## src/rtl/refdiv_pkg.sv

```systemverilog
package refdiv_pkg;

    localparam int SEL_W   = 3;
    localparam int CNT_W   = 12;
    localparam int N_CODES = 1 << SEL_W;

    typedef logic [SEL_W-1:0] sel_t;
    typedef logic [CNT_W-1:0] cnt_t;

    // Fixed ratio table: index is the select code.
    function automatic cnt_t ratio_of(input sel_t code);
        cnt_t r;
        case (code)
            3'd0:    r = cnt_t'(8);
            3'd1:    r = cnt_t'(64);
            3'd2:    r = cnt_t'(128);
            3'd3:    r = cnt_t'(256);
            3'd4:    r = cnt_t'(512);
            3'd5:    r = cnt_t'(1024);
            3'd6:    r = cnt_t'(1160);
            default: r = cnt_t'(2048);
        endcase
        return r;
    endfunction

endpackage

```

## src/rtl/refdiv_lut.sv

```systemverilog
module refdiv_lut
    import refdiv_pkg::*;
#(
    parameter int SW = SEL_W,
    parameter int CW = CNT_W
) (
    input  logic [SW-1:0] sel_i,
    output logic [CW-1:0] ratio_o,
    output logic [CW-1:0] preset_o
);
    always_comb begin
        ratio_o  = CW'(ratio_of(sel_t'(sel_i)));
        preset_o = ratio_o - CW'(1);
    end
endmodule

```

## src/rtl/refdiv_cnt.sv

```systemverilog
module refdiv_cnt #(
    parameter int CW = 12
) (
    input  logic          clk_i,
    input  logic          rst_i,
    input  logic [CW-1:0] preset_i,
    output logic          wrap_o,
    output logic          pulse_o
);
    typedef struct packed {
        logic [CW-1:0] cnt;
        logic          pulse;
    } cnt_state_t;

    cnt_state_t st_d, st_q;
    logic       at_zero;

    always_comb begin
        at_zero = (st_q.cnt == '0);
        st_d    = st_q;
        if (rst_i) begin
            st_d.cnt   = preset_i;
            st_d.pulse = 1'b0;
        end else if (at_zero) begin
            st_d.cnt   = preset_i;
            st_d.pulse = 1'b1;
        end else begin
            st_d.cnt   = st_q.cnt - CW'(1);
            st_d.pulse = 1'b0;
        end
    end

    always_ff @(posedge clk_i) begin
        st_q <= st_d;
    end

    assign wrap_o  = at_zero & ~rst_i;
    assign pulse_o = st_q.pulse;
endmodule

```

## src/rtl/refdiv_sel.sv

```systemverilog
module refdiv_sel
    import refdiv_pkg::*;
#(
    parameter int SW = SEL_W,
    parameter int CW = CNT_W
) (
    input  logic          clk_i,
    input  logic          rst_i,
    input  logic [SW-1:0] sel_i,
    output logic          pulse_o,
    output logic [CW-1:0] ratio_o
);
    logic [CW-1:0] lut_ratio;
    logic [CW-1:0] lut_preset;
    logic          wrap;

    typedef struct packed {
        logic [CW-1:0] ratio;
    } top_state_t;

    top_state_t st_d, st_q;

    refdiv_lut #(.SW(SW), .CW(CW)) u_lut (
        .sel_i    (sel_i),
        .ratio_o  (lut_ratio),
        .preset_o (lut_preset)
    );

    refdiv_cnt #(.CW(CW)) u_cnt (
        .clk_i    (clk_i),
        .rst_i    (rst_i),
        .preset_i (lut_preset),
        .wrap_o   (wrap),
        .pulse_o  (pulse_o)
    );

    // Active ratio follows the select only at reset or reload.
    always_comb begin
        st_d = st_q;
        if (rst_i || wrap) begin
            st_d.ratio = lut_ratio;
        end
    end

    always_ff @(posedge clk_i) begin
        st_q <= st_d;
    end

    assign ratio_o = st_q.ratio;
endmodule

```

## config.mk

```make
export PLATFORM = sky130hd
export DESIGN_NAME = refdiv_sel
export DESIGN_NICKNAME = d
export VERILOG_FILES = /design/src/rtl/refdiv_pkg.sv /design/src/rtl/refdiv_lut.sv /design/src/rtl/refdiv_cnt.sv /design/src/rtl/refdiv_sel.sv
export SDC_FILE = /design/constraint.sdc
export NUM_CORES = 1
export LEC_CHECK = 0
export BUFFER_PORTS_ARGS = -buffer_cell sky130_fd_sc_hd__buf_4
export CAP_MARGIN = 20
export CORE_MARGIN = 2
export CORE_UTILIZATION = 40
export DETAILED_ROUTE_END_ITERATION = 8
export GPL_ROUTABILITY_DRIVEN = 0
export PLACE_DENSITY = 0.58
export SLEW_MARGIN = 20
export SYNTH_ARGS = -nofsm -noshare
export SYNTH_HDL_FRONTEND = slang
export SYNTH_SLANG_ARGS = --single-unit
```

## constraint.sdc

```tcl
create_clock -name clk_i -period 1.9 [get_ports clk_i]
set_input_delay 0.38 -clock clk_i [delete_from_list [all_inputs] [get_ports clk_i]]
set_output_delay 0.38 -clock clk_i [all_outputs]
set_load 0.01 [all_outputs]
```

==> results.json <==
{
  "result_of_the_run": "completed",
  "resized_gates_after_cts": 0,
  "pin_count_of_the_biggest_net_entering_global_routing": 13,
  "worst_path_dominant_cell_family": "flip-flops",
  "post_synth_xor_area_fraction_pct": 6.14,
  "netlist_area_sq_um": 998,
  "cts.sinks": 20,
  "yosysWarningCount": 0,
  "clockRootBuffer": "sky130_fd_sc_hd__clkbuf_4",
  "cp.arrival_ns": 1.91,
  "buffer_ports.inserted": 12,
  "length_of_the_first_detailed_routing_pass_in_iterations": 4,
  "cts.hold.buffers_added": 0,
  "cts-htree-levels": 1,
  "coreArea_sq_um": 2410,
  "synthFlopType": "sky130_fd_sc_hd__dfxtp_1",
  "floorplan.initialDensity_pct": 41.4,
  "vias": 723,
  "synth_cell_type_count": 37,
  "remaining_drc_errors": 0,
  "nets": 124,
  "post-cts-setup-buffers": 0,
  "timing_worst_setup_path_type": "flip-flop to flip-flop",
  "cp_max_fo": 10,
  "critical_path.cell_chain": "inv_1 > ha_1 > nor4b_4 > a41oi_2 > buf_4 > and2b_1 > a31oi_1",
  "synthesis.instances": 101,
  "finalClockSkew_ns": 0.00997,
  "ffs_latches_synth": 20,
  "gr-usage-all-layers_pct": 15.0,
  "fp-row-count": 18,
  "clockBufferDepth": 2,
  "tritoncts_clock_tree": "done",
  "fin_crit_sh_pct": 88.1,
  "number_of_buffers_created_by_cts": 3,
  "start_kind": "flip-flop",
  "critical_path.endpoint_type": "flip-flop",
  "period_minus_slack_ns": 1.67,
  "dp_hpwl_microns": 1350,
  "synth_compound_gate_area_share_pct": 12.4,
  "timing.critical_path.slowest_cell_delay_ns": 0.38,
  "final_cells": 146,
  "buf_inv_stages_crit_path": 2,
  "p_leak_uw": 0.000474,
  "slew_violations": 0,
  "viasPerCell": 4.95,
  "power_density_nw_per_um2": 860,
  "tns_ns": 0,
  "grt_pass1_wl_microns": 3080,
  "top_level_ports": 18,
  "die_x_microns": 54.0,
  "max-cap-violations": 0,
  "synth_area_per_cell_sq_um": 9.89,
  "hold_slack_ns": 0.304,
  "floorplan.die_area_sq_um": 2910,
  "synth_seq_area_share_pct": 47.1,
  "setup_repair_after_global_routing_missed_its_margin": "false",
  "number_of_synthesized_flops_with_an_enable_pin": 7,
  "placed_cells": 142,
  "setup.reg_to_reg.worst_slack_ns": 0.23,
  "die_height_microns": 54.0,
  "vias_in_the_first_global_route": 702,
  "total_power_uw": 997,
  "clkTransAtPathRegs_ns": 0.13,
  "critPathSlowestCell": "sky130_fd_sc_hd__dfxtp_1",
  "drt-total-wl_microns": 1760,
  "synth_adder_area_share_pct": 2.51,
  "vdd_ir_drop_max_v": 0.000496,
  "critical_path_required_ns": 2.13,
  "grt_remaining_overflow": 0,
  "grt_antenna_before_repair": 0,
  "path_type_of_the_worst_min_delay_path": "input pin to flip-flop",
  "synth.mux.area_fraction_pct": 0,
  "final-hold-violation-count": 0,
  "fin_area_sq_um": 1160,
  "count_of_final_setup_violators": 0,
  "max_freq_mhz": 597,
  "insertedDiodeCount": 0,
  "async_set_or_reset_flop_fraction_in_the_synthesized_netlist_pct": 0,
  "drive_gt1_share_pct": 21.6,
  "filler_instances": 234,
  "syn_to_final_growth_pct": 16.2,
  "detail-route-antenna-nets": 0,
  "combinational_family_with_the_most_area_after_synthesis": "simple AND/OR/NAND/NOR gates",
  "clk_latency_ns": 0.31,
  "yosys.area_share.simple_pct": 24.3,
  "route.detailed.wl_per_inst_microns": 12.1,
  "placed_area_sq_um": 1110,
  "drt_iter0_drc": 6
}
## layout by cell type (no fill, tap or decap), types with 2 or more instances in the layout
cell,Yosys,routed
sky130_fd_sc_hd__nand3b_1,3,3
sky130_fd_sc_hd__a31oi_1,3,3
sky130_fd_sc_hd__o21ai_0,5,5
sky130_fd_sc_hd__nor2_2,2,2
sky130_fd_sc_hd__conb_1,1,5
sky130_fd_sc_hd__nor4_1,2,2
sky130_fd_sc_hd__edfxtp_1,7,7
sky130_fd_sc_hd__clkbuf_4,0,3
sky130_fd_sc_hd__xor2_1,5,5
sky130_fd_sc_hd__nand2_1,7,7
sky130_fd_sc_hd__xnor2_1,2,2
sky130_fd_sc_hd__nand2b_1,4,4
sky130_fd_sc_hd__ha_1,2,2
sky130_fd_sc_hd__nand3_1,2,2
sky130_fd_sc_hd__a21oi_1,5,5
sky130_fd_sc_hd__inv_1,6,6
sky130_fd_sc_hd__dfxtp_1,13,13
sky130_fd_sc_hd__nor2_1,6,6
sky130_fd_sc_hd__buf_4,6,14
sky130_fd_sc_hd__o21a_1,2,2
## routing by layer
layer	GRT usage (%)	up-vias	wire, microns
met1	19.2	335	843
met4	5.13	0	16
met5	0	-	0
met3	4.17	2	66
li1	-	374	-
met2	24.0	12	833
## sequential cells by signal (all words and copies together), names as in the netlist
| register | cells |
|---|---|
| ratio_o | 7 |
| u_cnt.st_q | 12 |
| u_cnt.pulse_o | 1 |
## cell type report
type	count	area, sq um	area share (%)
Multi-Input combinational cell	72	472	40.7
Sequential cell	20	470	40.6
Timing Repair Buffer	14	105	9.06
Tap cell	30	37.5	3.24
Clock inverter	1	30.0	2.59
Clock buffer	3	22.5	1.94
Inverter	6	22.5	1.94
## worst register-to-register path, stage by stage (launching register included)
cell and delay [ns]:
sky130_fd_sc_hd__dfxtp_1 0.38, sky130_fd_sc_hd__inv_1 0.05, sky130_fd_sc_hd__ha_1 0.22, sky130_fd_sc_hd__nor4b_4 0.14
sky130_fd_sc_hd__a41oi_2 0.24, sky130_fd_sc_hd__buf_4 0.22, sky130_fd_sc_hd__and2b_1 0.20, sky130_fd_sc_hd__a31oi_1 0.14
## worst paths after layout
check / cells past startpoint / end / startpoint
setup / recovery: 7 / u_cnt.st_q[7]$_DFF_P_ / u_cnt.st_q[1]$_SDFF_PP1_
hold / removal: 2 / u_cnt.pulse_o$_SDFF_PP0_ / rst_i
setup reg to reg: 7 / u_cnt.st_q[7]$_DFF_P_ / u_cnt.st_q[1]$_SDFF_PP1_
hold reg to reg: 1 / u_cnt.st_q[1]$_SDFF_PP1_ / u_cnt.st_q[1]$_SDFF_PP1_
## where the power goes
part / total, uW / switching [uW] / internal [uW]
sequential: 513 / 31.2 / 481
clock: 353 / 140 / 213
combinational: 131 / 68.8 / 62.5
total: 997 / 240 / 757
## cells in the mapped netlist (3+ instances only)
cell type                  instances  share of area [%]
sky130_fd_sc_hd__dfxtp_1          13                 26
sky130_fd_sc_hd__edfxtp_1          7                 21
sky130_fd_sc_hd__nand2_1           7                2.6
sky130_fd_sc_hd__buf_4             6                4.5
sky130_fd_sc_hd__inv_1             6                2.3
sky130_fd_sc_hd__nor2_1            6                2.3
sky130_fd_sc_hd__a21oi_1           5                2.5
sky130_fd_sc_hd__o21ai_0           5                2.5
sky130_fd_sc_hd__xor2_1            5                4.4
sky130_fd_sc_hd__nand2b_1          4                2.5
sky130_fd_sc_hd__a31oi_1           3                1.9
sky130_fd_sc_hd__nand3b_1          3                2.3
## cell families (layout without fill, tap and decap cells)
logic type / after synthesis / count (layout)
and+or+nand+nor: 39 / 39
buffers and inverters: 13 / 24
other: 1 / 5
adders and majority gates: 2 / 2
DFF: 20 / 20
xor gates and xnor gates: 7 / 7
AOI/OAI and AO/OA: 19 / 19
## through the flow
stage,setup slack (ns),utilization [%]
3_5_place_dp,0.187,46.0
2_1_floorplan,0.306,-
4_1_cts,0.201,48.1
6_report,0.225,48.1
5_1_grt,0.0663,48.1
3_3_place_gp,0.254,46.0
No activity file was read; power rests on OpenSTA's default activity.
